## src/rtl/dbgscan_pkg.sv

```systemverilog
package dbgscan_pkg;
  localparam int DATA_W  = 32;
  localparam int ADDR_W  = 5;
  localparam int FRAME_W = DATA_W + ADDR_W + 1;
  localparam int WP_REGS = 6;

  localparam logic [ADDR_W-1:0] ADR_DBGCTRL = 5'h00;
  localparam logic [ADDR_W-1:0] ADR_DBGSTAT = 5'h01;
  localparam logic [ADDR_W-1:0] ADR_VCATCH  = 5'h02;
  localparam logic [ADDR_W-1:0] ADR_COMCTRL = 5'h04;
  localparam logic [ADDR_W-1:0] ADR_COMDATA = 5'h05;
  localparam int                WP_BASE     = 8;
  localparam int                WP_STRIDE   = 8;

  typedef struct packed {
    logic              capture;
    logic [ADDR_W-1:0] rdAddr;
    logic              write;
    logic [ADDR_W-1:0] wrAddr;
    logic [DATA_W-1:0] wrData;
  } scanStrobe_t;

  function automatic logic [ADDR_W-1:0] wpAddrOf(input int idx);
    return ADDR_W'(WP_BASE + (idx / WP_REGS) * WP_STRIDE + (idx % WP_REGS));
  endfunction
endpackage

```

## src/rtl/dbgscan_ctrl.sv

```systemverilog
module dbgscan_ctrl
  import dbgscan_pkg::*;
(
  input  logic              clk,
  input  logic              rstN,
  input  logic              captureDr,
  input  logic              shiftDr,
  input  logic              updateDr,
  input  logic              tdi,
  input  logic [DATA_W-1:0] rdData,
  output logic              tdo,
  output scanStrobe_t       strb
);
  localparam int HI_W = FRAME_W - DATA_W;

  logic [FRAME_W-1:0] shiftReg;
  logic [ADDR_W-1:0]  selAddr;
  logic               frameWr;
  logic [ADDR_W-1:0]  frameAddr;
  logic               doUpdate;

  assign frameWr   = shiftReg[FRAME_W-1];
  assign frameAddr = shiftReg[DATA_W +: ADDR_W];
  assign doUpdate  = updateDr && !captureDr && !shiftDr;

  always_ff @(posedge clk) begin
    if (!rstN) begin
      shiftReg <= '0;
      selAddr  <= ADR_COMCTRL;
    end else if (captureDr) begin
      shiftReg <= {{HI_W{1'b0}}, rdData};
    end else if (shiftDr) begin
      shiftReg <= {tdi, shiftReg[FRAME_W-1:1]};
    end else if (doUpdate && !frameWr) begin
      selAddr <= frameAddr;
    end
  end

  always_comb begin
    strb         = '0;
    strb.capture = captureDr;
    strb.rdAddr  = selAddr;
    strb.write   = doUpdate && frameWr;
    strb.wrAddr  = frameAddr;
    strb.wrData  = shiftReg[DATA_W-1:0];
  end

  assign tdo = shiftReg[0];

  assert_capture_clears_hi_R1: assert property (@(posedge clk) disable iff (!rstN)
    captureDr |=> (shiftReg[FRAME_W-1:DATA_W] == '0));

  assert_shift_enters_msb_R1: assert property (@(posedge clk) disable iff (!rstN)
    (shiftDr && !captureDr) |=> (shiftReg[FRAME_W-1] == $past(tdi)));

  assert_write_keeps_sel_R3: assert property (@(posedge clk) disable iff (!rstN)
    strb.write |=> $stable(selAddr));
endmodule

```

## src/rtl/dbgscan_regs.sv

```systemverilog
module dbgscan_regs
  import dbgscan_pkg::*;
#(
  parameter int         NUM_WP  = 2,
  parameter int         CTRL_W  = 6,
  parameter int         STAT_W  = 5,
  parameter int         VC_W    = 8,
  parameter logic [3:0] VERSION = 4'h5
) (
  input  logic                            clk,
  input  logic                            rstN,
  input  scanStrobe_t                     strb,
  input  logic [STAT_W-1:0]               dbgStatus,
  input  logic                            coreRd,
  input  logic                            coreWr,
  input  logic [DATA_W-1:0]               coreWrData,
  output logic [DATA_W-1:0]               rdData,
  output logic [DATA_W-1:0]               toCoreData,
  output logic                            commsR,
  output logic                            commsW,
  output logic [CTRL_W-1:0]               dbgCtrl,
  output logic [VC_W-1:0]                 vecCatch,
  output logic [NUM_WP*WP_REGS*DATA_W-1:0] wpRegs
);
  localparam int WP_N = NUM_WP * WP_REGS;

  logic [CTRL_W-1:0]             ctrlQ;
  logic [VC_W-1:0]               vcQ;
  logic [WP_N-1:0][DATA_W-1:0]   wpQ;
  logic [WP_N-1:0]               wpHit;
  logic [DATA_W-1:0]             toCoreQ;
  logic [DATA_W-1:0]             fromCoreQ;
  logic                          rFlag;
  logic                          wFlag;
  logic                          jtagWrMail;
  logic                          jtagRdMail;
  logic [DATA_W-1:0]             wpRead;

  assign jtagWrMail = strb.write && (strb.wrAddr == ADR_COMDATA);
  assign jtagRdMail = strb.capture && (strb.rdAddr == ADR_COMDATA);

  for (genvar gi = 0; gi < WP_N; gi++) begin : g_wpHit
    assign wpHit[gi] = strb.write && (strb.wrAddr == wpAddrOf(gi));
  end

  always_ff @(posedge clk) begin
    if (!rstN) begin
      ctrlQ <= '0;
      vcQ   <= '0;
      wpQ   <= '0;
    end else begin
      if (strb.write && strb.wrAddr == ADR_DBGCTRL) ctrlQ <= strb.wrData[CTRL_W-1:0];
      if (strb.write && strb.wrAddr == ADR_VCATCH)  vcQ   <= strb.wrData[VC_W-1:0];
      for (int i = 0; i < WP_N; i++) begin
        if (wpHit[i]) wpQ[i] <= strb.wrData;
      end
    end
  end

  always_ff @(posedge clk) begin
    if (!rstN) begin
      toCoreQ   <= '0;
      fromCoreQ <= '0;
      rFlag     <= 1'b0;
      wFlag     <= 1'b0;
    end else begin
      if (jtagWrMail) toCoreQ <= strb.wrData;
      if (coreWr)     fromCoreQ <= coreWrData;
      if (jtagWrMail)  rFlag <= 1'b1;
      else if (coreRd) rFlag <= 1'b0;
      if (coreWr)          wFlag <= 1'b1;
      else if (jtagRdMail) wFlag <= 1'b0;
    end
  end

  always_comb begin
    wpRead = '0;
    for (int i = 0; i < WP_N; i++) begin
      if (strb.rdAddr == wpAddrOf(i)) wpRead = wpQ[i];
    end
  end

  always_comb begin
    case (strb.rdAddr)
      ADR_DBGCTRL: rdData = {{(DATA_W-CTRL_W){1'b0}}, ctrlQ};
      ADR_DBGSTAT: rdData = {{(DATA_W-STAT_W){1'b0}}, dbgStatus};
      ADR_VCATCH:  rdData = {{(DATA_W-VC_W){1'b0}}, vcQ};
      ADR_COMCTRL: rdData = {VERSION, {(DATA_W-6){1'b0}}, wFlag, rFlag};
      ADR_COMDATA: rdData = fromCoreQ;
      default:     rdData = wpRead;
    endcase
  end

  assign toCoreData = toCoreQ;
  assign commsR     = rFlag;
  assign commsW     = wFlag;
  assign dbgCtrl    = ctrlQ;
  assign vecCatch   = vcQ;
  assign wpRegs     = wpQ;

  assert_jtag_write_sets_r_R7: assert property (@(posedge clk) disable iff (!rstN)
    jtagWrMail |=> commsR);

  assert_core_read_clears_r_R7: assert property (@(posedge clk) disable iff (!rstN)
    (coreRd && !jtagWrMail) |=> !commsR);

  assert_read_consumes_w_R8: assert property (@(posedge clk) disable iff (!rstN)
    (jtagRdMail && !coreWr) |=> !commsW);

  assert_core_write_sets_w_R8: assert property (@(posedge clk) disable iff (!rstN)
    coreWr |=> commsW);

  assert_ctrl_only_on_write_R2: assert property (@(posedge clk) disable iff (!rstN)
    !(strb.write && strb.wrAddr == ADR_DBGCTRL) |=> $stable(dbgCtrl));
endmodule

```

## src/rtl/dbgscan_top.sv

```systemverilog
module dbgscan_top
  import dbgscan_pkg::*;
#(
  parameter int         NUM_WP  = 2,
  parameter int         CTRL_W  = 6,
  parameter int         STAT_W  = 5,
  parameter int         VC_W    = 8,
  parameter logic [3:0] VERSION = 4'h5
) (
  input  logic                             clk,
  input  logic                             rstN,
  input  logic                             captureDr,
  input  logic                             shiftDr,
  input  logic                             updateDr,
  input  logic                             tdi,
  output logic                             tdo,
  input  logic [STAT_W-1:0]                dbgStatus,
  input  logic                             coreRd,
  input  logic                             coreWr,
  input  logic [31:0]                      coreWrData,
  output logic [31:0]                      toCoreData,
  output logic                             commsR,
  output logic                             commsW,
  output logic [CTRL_W-1:0]                dbgCtrl,
  output logic [VC_W-1:0]                  vecCatch,
  output logic [NUM_WP*WP_REGS*32-1:0]     wpRegs
);
  scanStrobe_t       strb;
  logic [DATA_W-1:0] rdData;

  dbgscan_ctrl u_ctrl (
    .clk       (clk),
    .rstN      (rstN),
    .captureDr (captureDr),
    .shiftDr   (shiftDr),
    .updateDr  (updateDr),
    .tdi       (tdi),
    .rdData    (rdData),
    .tdo       (tdo),
    .strb      (strb)
  );

  dbgscan_regs #(
    .NUM_WP  (NUM_WP),
    .CTRL_W  (CTRL_W),
    .STAT_W  (STAT_W),
    .VC_W    (VC_W),
    .VERSION (VERSION)
  ) u_regs (
    .clk        (clk),
    .rstN       (rstN),
    .strb       (strb),
    .dbgStatus  (dbgStatus),
    .coreRd     (coreRd),
    .coreWr     (coreWr),
    .coreWrData (coreWrData),
    .rdData     (rdData),
    .toCoreData (toCoreData),
    .commsR     (commsR),
    .commsW     (commsW),
    .dbgCtrl    (dbgCtrl),
    .vecCatch   (vecCatch),
    .wpRegs     (wpRegs)
  );
endmodule

```

## config.mk

```make
export PLATFORM = sky130hd
export DESIGN_NAME = dbgscan_top
export DESIGN_NICKNAME = d
export VERILOG_FILES = /design/src/rtl/dbgscan_pkg.sv /design/src/rtl/dbgscan_ctrl.sv /design/src/rtl/dbgscan_regs.sv /design/src/rtl/dbgscan_top.sv
export SDC_FILE = /design/constraint.sdc
export NUM_CORES = 1
export LEC_CHECK = 0
export ABC_AREA = 1
export BUFFER_PORTS_ARGS = -buffer_cell sky130_fd_sc_hd__clkbuf_2
export CAP_MARGIN = 5
export CORE_AREA = 2 2 247 249
export CTS_BUF_LIST = sky130_fd_sc_hd__clkbuf_4 sky130_fd_sc_hd__clkbuf_8
export CTS_CLUSTER_DIAMETER = 50
export CTS_CLUSTER_SIZE = 12
export DETAILED_ROUTE_END_ITERATION = 8
export DIE_AREA = 0 0 249 251
export GPL_TIMING_DRIVEN = 0
export PLACE_DENSITY = 0.59
export SLEW_MARGIN = 40
export SYNTH_ARGS = -nofsm -noshare
export SYNTH_HDL_FRONTEND = slang
export SYNTH_SLANG_ARGS = --single-unit
```

## constraint.sdc

```tcl
create_clock -name clk -period 2.5 [get_ports clk]
set_clock_uncertainty 0.05 [all_clocks]
set_input_delay 0.125 -clock clk [delete_from_list [all_inputs] [get_ports clk]]
set_output_delay 0.125 -clock clk [all_outputs]
set_load 0.01 [all_outputs]
```

==> flow_summary.json, run 1 <==
{
  "status": "finished, violations left",
  "violations": "setup timing",
  "path_buf_inv": 4,
  "initial_core_util_pct": 34.7,
  "coreArea_mm2": 0.0598,
  "cp_data_required_time_ps": 3080,
  "seq_area_frac_synth_pct": 48.9,
  "grt_setup_unrepaired": "true",
  "drtIter0Drc": 2389,
  "track_usage_pct": 33.1,
  "synth_ff_type": "dfxtp_1",
  "drt-total-wl_um": 108000,
  "cp_common_cell": "clkbuf_1",
  "setup_slack_ps": -66.8,
  "yosys-top-cells-count": "dfxtp_1, a21oi_1, o21ai_0",
  "synth.area.top_cells": "dfxtp_1, a21oi_1, o21ai_0, nand2_1, nor2_1",
  "clock_latency_ps": 710,
  "drive_gt1_share_pct": 22.7,
  "synth_most_common_cell": "dfxtp_1",
  "cts_tree": "built",
  "crit_path_start_kind": "input port",
  "synth_cell_types": 28,
  "routedWlPerCell_um": 25.4,
  "path_class": "in -> reg",
  "grt_most_used_layer": "met2",
  "max_freq_mhz": 390,
  "critPathSlowestCell": "clkbuf_1",
  "ys_ff_latch": 507,
  "synth_top_area_cell": "dfxtp_1",
  "crit_family": "buffers and inverters",
  "crit_path_end_kind": "flip-flop",
  "syn_nets": 2849,
  "clock_sinks": 507,
  "worst_slew_pin_slew_ps": 926,
  "syn-cell-area_mm2": 0.0207,
  "fill_cells": 6286,
  "fp.dieH_um": 251,
  "nNetsFinal": 3469,
  "grt_use_met1_pct": 41.6,
  "gp_congestion": 0.961,
  "io_buffers": 474,
  "multiInputGateArea_mm2": 0.00918,
  "drv_slew": 0,
  "overflow": 0,
  "synth_edf_count": 0,
  "preCtsSetupSlack_ps": -881,
  "finalHoldViolCount": 0,
  "grt_first_pass_wirelength_um": 152000,
  "finalCritPeriodShare_pct": 103,
  "met3_usage_pct": 8.77,
  "relSlewSlack_pct": 38.3,
  "dp_hpwl_um": 84800,
  "vias": 23200,
  "syn_to_final_growth_pct": 28.2,
  "drc_errors": 0,
  "cts_max_level": 2,
  "synth_top_area_share_pct": 48.9,
  "ios": 478,
  "peakVddDrop_mv": 0.348,
  "async_flop_share_pct": 0,
  "crit_chain": "clkbuf_1 -> clkbuf_1 -> clkbuf_1 -> o21ai_0 -> dlygate4sd3_1 -> a21oi_1",
  "dieArea_mm2": 0.0625,
  "crit_path_max_fanout": 10,
  "min_path_type": "in -> reg",
  "numCtsBuffers": 57,
  "use_met2_pct": 52.4,
  "finalCriticalPeriod_ps": 2570,
  "grt_antenna_before_repair": 2,
  "clk_path_buf_depth": 3,
  "firstDrtPassIters": 8,
  "maxCapViolCount": 0,
  "die_w_um": 249,
  "final_antenna_net_count": 0,
  "regArea_mm2": 0.0102,
  "cpPeakStageDelay_ps": 700,
  "grt_pass1_vias": 21500,
  "vias_per_cell": 5.48,
  "syn_area_per_cell_um2": 7.40,
  "clockRootBuffer": "clkbuf_8",
  "cts.reportedPaths.clkPinSlew_ps": 80,
  "arrival_ps": 3140,
  "yosys_warnings": 0,
  "cellLeakagePower_nw": 11.7,
  "row_count": 90,
  "setup_viol": 5,
  "synthCells": 2804,
  "cellPowerDensity_mw_per_mm2": 594,
  "grt_max_degree": 20,
  "hold_ws_ps": 22.1
}
## metal layers
metal  part of all wire, %  up-vias
li1                      -    10700
met1                    40    11100
met2                    44     1185
met3                   9.8      252
met4                   5.8        0
met5                     0        -
## worst reg2reg max path, stage by stage, from the launching register on
cell	delay (ps)
dfxtp_4	380
inv_2	70
clkbuf_4	220
buf_4	220
nand4_1	100
nand2_1	100
nor2_2	190
nand4_1	290
nand2_1	150
nand4_1	150
nor2_1	200
nand3_2	160
nand2_1	100
a21oi_1	60
## layout by cell type, fill, tap and decap left out, drive strengths merged
cell and count:
o21ai 506, nor3 7, dfxtp 507, nand4 93, buf 80, clkinvlp 7
a221oi 1, nand3 87, dlygate4sd3 73, bufinv 6, a211oi 6, clkinv 7
o211ai 3, diode 1, a21oi 499, clkbuf 712, nor2 224, inv 183
or2 20, nand2 433, nor3b 1
## per-stage QoR
stage          area [µm²]  instances  setup TNS (ps)  power [mW]  utilization, %
6_report            26600       4238            -153        15.8            44.5
2_1_floorplan       20700       2804               0        8.89               -
3_5_place_dp        24100       4061          -17990        9.38            40.3
5_1_grt             26600       4238            -116        16.1            44.5
4_1_cts             26200       4228           -10.7        15.7            43.8
3_3_place_gp        24100       4060          -26180        9.38            40.3
## repair_timing
action	4_1_cts	5_1_grt
pin swaps	8	23
endpoints found under the hold margin	44	0
hold buffers	73	0
gates cloned	0	2
gates resized for setup	56	100
endpoints found under the setup margin	32	67
buffers inserted	5	8
## area by class of cell
| type | instances | share of cell area [%] |
|---|---|---|
| timing repair buffer | 563 | 12.4 |
| clock buffer | 69 | 3.43 |
| antenna | 1 | 0.00941 |
| inverter | 182 | 2.58 |
| multi-input combinational | 1880 | 34.5 |
| clock inverter | 21 | 1.12 |
| tap | 782 | 3.68 |
| sequential | 507 | 38.2 |
| buffer | 233 | 4.08 |
## flip-flops by register name, indices dropped and copies added (netlist names)
register and flops:
u_regs.wpRegs 384, u_ctrl.shiftReg 38, u_regs.fromCoreQ 32, u_regs.toCoreData 32
u_regs.vecCatch 8, u_regs.dbgCtrl 6, u_ctrl.selAddr 5, u_regs.commsR 1
u_regs.commsW 1
## path summary, 6_finish.rpt
check                           slack [ps]                           endpoint  depth (start not counted)                        startpoint
worst max register to register         -60   u_ctrl.shiftReg[17]$_SDFFE_PN0N_                         13    u_ctrl.selAddr[4]$_SDFFE_PN0P_
worst min register to register         420   u_ctrl.shiftReg[10]$_SDFFE_PN0N_                          2  u_ctrl.shiftReg[10]$_SDFFE_PN0N_
worst max-delay path                   -70  u_regs.fromCoreQ[31]$_SDFFE_PN0P_                          6                              rstN
worst min-delay path                    20  u_regs.fromCoreQ[15]$_SDFFE_PN0P_                          4                            coreWr
## logic make-up (layout without fill, tap and decap cells)
family	count (synthesis)	in the layout	synth area share, %
buffers and inverters	417	1068	7.99
flip-flops	507	507	48.9
other	0	1	0
AO/OA/AOI/OAI	1015	1015	24.6
AND/OR/NAND/NOR	865	865	18.5
## power by group
part	leakage [nW]	total, mW	internal, mW	switching, mW
sequential	4.10	8.21	8.15	0.0621
combinational	6.97	1.16	0.312	0.847
clock	0.603	6.41	3.05	3.37
total	11.7	15.8	11.5	4.28
Power figures use the tool's default switching activity.
==> run 2, diff against run 1 <==
--- a/config.mk
+++ b/config.mk
@@ -8,15 +8,16 @@
 export ABC_AREA = 1
 export BUFFER_PORTS_ARGS = -buffer_cell sky130_fd_sc_hd__clkbuf_2
 export CAP_MARGIN = 5
-export CORE_AREA = 2 2 247 249
+export CORE_AREA = 2 2 253 255
 export CTS_BUF_LIST = sky130_fd_sc_hd__clkbuf_4 sky130_fd_sc_hd__clkbuf_8
 export CTS_CLUSTER_DIAMETER = 50
 export CTS_CLUSTER_SIZE = 12
 export DETAILED_ROUTE_END_ITERATION = 8
-export DIE_AREA = 0 0 249 251
+export DIE_AREA = 0 0 255 257
 export GPL_TIMING_DRIVEN = 0
 export PLACE_DENSITY = 0.59
 export SLEW_MARGIN = 40
 export SYNTH_ARGS = -nofsm -noshare
 export SYNTH_HDL_FRONTEND = slang
+export SYNTH_HIERARCHICAL = 1
 export SYNTH_SLANG_ARGS = --single-unit
==> run 2 against run 1 <==
Net effect: combinational power rose by 4%; core utilization rose by 0.76 points; critical path type is now reg -> reg; sequential power barely moved; largest cell class unchanged; the run still ends with setup timing left; worst setup slack improved by 37 ps; final cell count rose by 11%; maximum frequency rose by 1.5%; register-to-register slack improved by 30 ps; sequential cell count did not move; sequential share of layout area fell by 2.4 points.
==> flow_summary.json, run 2 <==
{
  "crit_path_end_kind": "flip-flop",
  "placed_area_mm2": 0.0253,
  "final_antenna_net_count": 0,
  "synth_most_common_cell": "nand2_1",
  "cts_tree": "built",
  "async_flop_share_pct": 0,
  "finalHoldViolCount": 0,
  "seq_area_frac_synth_pct": 46.5,
  "track_usage_pct": 34.0,
  "syn_nets": 3204,
  "fp.dieH_um": 257,
  "clockRootBuffer": "clkbuf_8",
  "synthCells": 3159,
  "yosys-top-cells-count": "nand2_1, dfxtp_1, nor2_1",
  "crit_chain": "nor2_4 -> clkinvlp_4 -> nor2_4 -> buf_6 -> a21oi_1 -> nand4_1 -> nand2_2 -> nand4_1 -> nand2_1 -> nand2_1 -> nand2_1 -> nand3_1 -> nand2_1 -> inv_1",
  "setup_viol": 4,
  "nNetsFinal": 3853,
  "min_path_type": "in -> reg",
  "worst_slew_pin_slew_ps": 851,
  "ios": 478,
  "synth_cell_types": 27,
  "synth_edf_count": 0,
  "clk_path_buf_depth": 3,
  "cpPeakStageDelay_ps": 380,
  "coreArea_mm2": 0.0627,
  "grt_antenna_before_repair": 2,
  "numCtsBuffers": 69,
  "cp_common_cell": "nand2_1",
  "max_freq_mhz": 395,
  "crit_path_max_fanout": 6,
  "synthSimpleGateAreaFrac_pct": 24.4,
  "clock_latency_ps": 700,
  "fin_area_mm2": 0.0284,
  "io_buffers": 477,
  "vias": 25000,
  "dp_hpwl_um": 86300,
  "hold_depth": 7,
  "final_util_pct": 45.2,
  "relSlewSlack_pct": 43.2,
  "finalCritPeriodShare_pct": 101,
  "clock_sinks": 507,
  "firstDrtPassIters": 6,
  "hold_ws_ps": 34.0,
  "muxShareOfSynthArea_pct": 0,
  "cellLeakagePower_nw": 12.4,
  "placed_cells": 4482,
  "cp_data_required_time_ps": 3080,
  "synthAdderAreaFrac_pct": 0,
  "fill_cells": 6672,
  "syn_area_per_cell_um2": 6.92,
  "synth_top_area_share_pct": 46.5,
  "path_buf_inv": 3,
  "ys_ff_latch": 507,
  "synth-compound-area-share_pct": 18.8,
  "largest_reg_flops": 384,
  "maxCapViolCount": 0,
  "syn-cell-area_mm2": 0.0218,
  "synth_top_area_cell": "dfxtp_1",
  "drc_errors": 0,
  "vias_per_cell": 5.32,
  "cts_max_level": 3,
  "violations": "setup timing",
  "fin_cells": 4704,
  "drtIter0Drc": 3131,
  "grt_first_pass_wirelength_um": 160000,
  "synth_ff_type": "dfxtp_1",
  "drv_slew": 0,
  "synth_top_family_by_area": "simple AND/OR/NAND/NOR gates",
  "mostFrequentLayoutCell": "nand2_1",
  "arrival_ps": 3110,
  "routedWlPerCell_um": 24.7,
  "finalCriticalPeriod_ps": 2530,
  "syn_to_final_growth_pct": 29.8,
  "drive_gt1_share_pct": 22.9,
  "path_class": "reg -> reg",
  "synth.area.top_cells": "dfxtp_1, nand2_1, a21oi_1, o21ai_0, nor2_1",
  "row_count": 92,
  "peakVddDrop_mv": 0.324,
  "dieArea_mm2": 0.0655,
  "r2r_slack_ps": -30,
  "mostFrequentLayoutCells": "nand2_1, clkbuf_2, dfxtp_1",
  "initial_core_util_pct": 34.8,
  "die_w_um": 255,
  "setup_slack_ps": -29.7,
  "yosys_warnings": 6,
  "critPathSlowestCell": "dfxtp_4",
  "synth_xor_xnor_area_share_pct": 0,
  "status": "finished, violations left",
  "gp_congestion": 0.955,
  "grt_setup_unrepaired": "true",
  "crit_family": "simple AND/OR/NAND/NOR gates",
  "grt_pass1_vias": 22700,
  "crit_path_start_kind": "flip-flop",
  "worst_r2r_path_depth": 14,
  "cts.reportedPaths.clkPinSlew_ps": 80,
  "crit_cells": 14,
  "cellPowerDensity_mw_per_mm2": 591,
  "drt-total-wl_um": 116000,
  "overflow": 0,
  "grt_max_degree": 13
}
==> run 2: cell count changes in the layout (fill, tap and decap cells not counted), sizes merged, moves of 40 or more <==
cell    delta
a21oi    -114
buf       +41
clkbuf    +40
inv       +86
nand2    +127
nand3     +80
nor2     +266
o21ai     -81
==> run 2: final cells by class <==
| class | instances | area [µm²] | share of cell area, % |
|---|---|---|---|
| antenna | 2 | 5.00 | 0.0176 |
| sequential | 507 | 10200 | 35.8 |
| timing repair buffer | 579 | 3380 | 11.9 |
| multi-input combinational | 2109 | 9790 | 34.5 |
| clock inverter | 37 | 420 | 1.48 |
| tap | 846 | 1060 | 3.73 |
| inverter | 267 | 1010 | 3.58 |
| clock buffer | 82 | 1100 | 3.87 |
| buffer | 275 | 1430 | 5.05 |
==> run 2: path summary, 6_finish.rpt <==
| kind | from | end |
|---|---|---|
| max | u_ctrl/selAddr[1]$_SDFFE_PN0P_ | u_ctrl/shiftReg[21]$_SDFFE_PN0P_ |
| min | dbgStatus[1] | u_ctrl/shiftReg[1]$_SDFFE_PN0P_ |
| max reg2reg | u_ctrl/selAddr[1]$_SDFFE_PN0P_ | u_ctrl/shiftReg[21]$_SDFFE_PN0P_ |
| min reg2reg | u_regs/toCoreData[28]$_SDFFE_PN0P_ | u_regs/toCoreData[28]$_SDFFE_PN0P_ |
==> run 2: cells by family (layout without fill, tap and decap cells) <==
kind of cell,count (synthesis),after routing
DFF,507,507
and+or+nand+nor,1291,1291
buffers and inverters,543,1240
AOI/OAI and AO/OA,818,818
other,0,2
==> run 2: worst reg2reg max path, stage by stage, from the launching register on <==
cell	delay, ps
dfxtp_4	380
nor2_4	250
clkinvlp_4	230
nor2_4	280
buf_6	180
a21oi_1	70
nand4_1	270
nand2_2	130
nand4_1	210
nand2_1	100
nand2_1	70
nand2_1	50
nand3_1	100
nand2_1	50
inv_1	70
==> run 2: timing repair <==
item                                    4_1_cts  5_1_grt
pin swaps                                    24       56
gates resized for setup                      88      151
endpoints found under the hold margin        73        0
endpoints found under the setup margin      121      284
hold buffers                                 63        0
buffers inserted                             15       21
cloned                                        0        2
==> run 2: power breakdown <==
group / total (mW) / switching [mW] / internal (mW)
registers: 8.19 / 0.0544 / 8.14
logic: 1.21 / 0.850 / 0.363
clock network: 7.37 / 3.66 / 3.71
==> run 2: through the flow <==
stage          setup WS (ps)  setup TNS (ps)  power (mW)
2_1_floorplan            450               0        8.92
3_3_place_gp            -778         -129880        9.39
3_5_place_dp            -787         -132490        9.39
4_1_cts                -1.89           -1.89        16.7
5_1_grt                 -111            -775        17.2
6_report               -29.7           -71.9        16.8
==> run 2: routing by layer <==
metal | share of wire [%] | vias up | global-route usage (%)
met2 | 44 | 1483 | 52.1
met3 | 12 | 249 | 9.17
met1 | 39 | 11800 | 43.3
li1 | - | 11500 | -
met4 | 5.6 | 0 | 18.1
met5 | 0 | - | 0
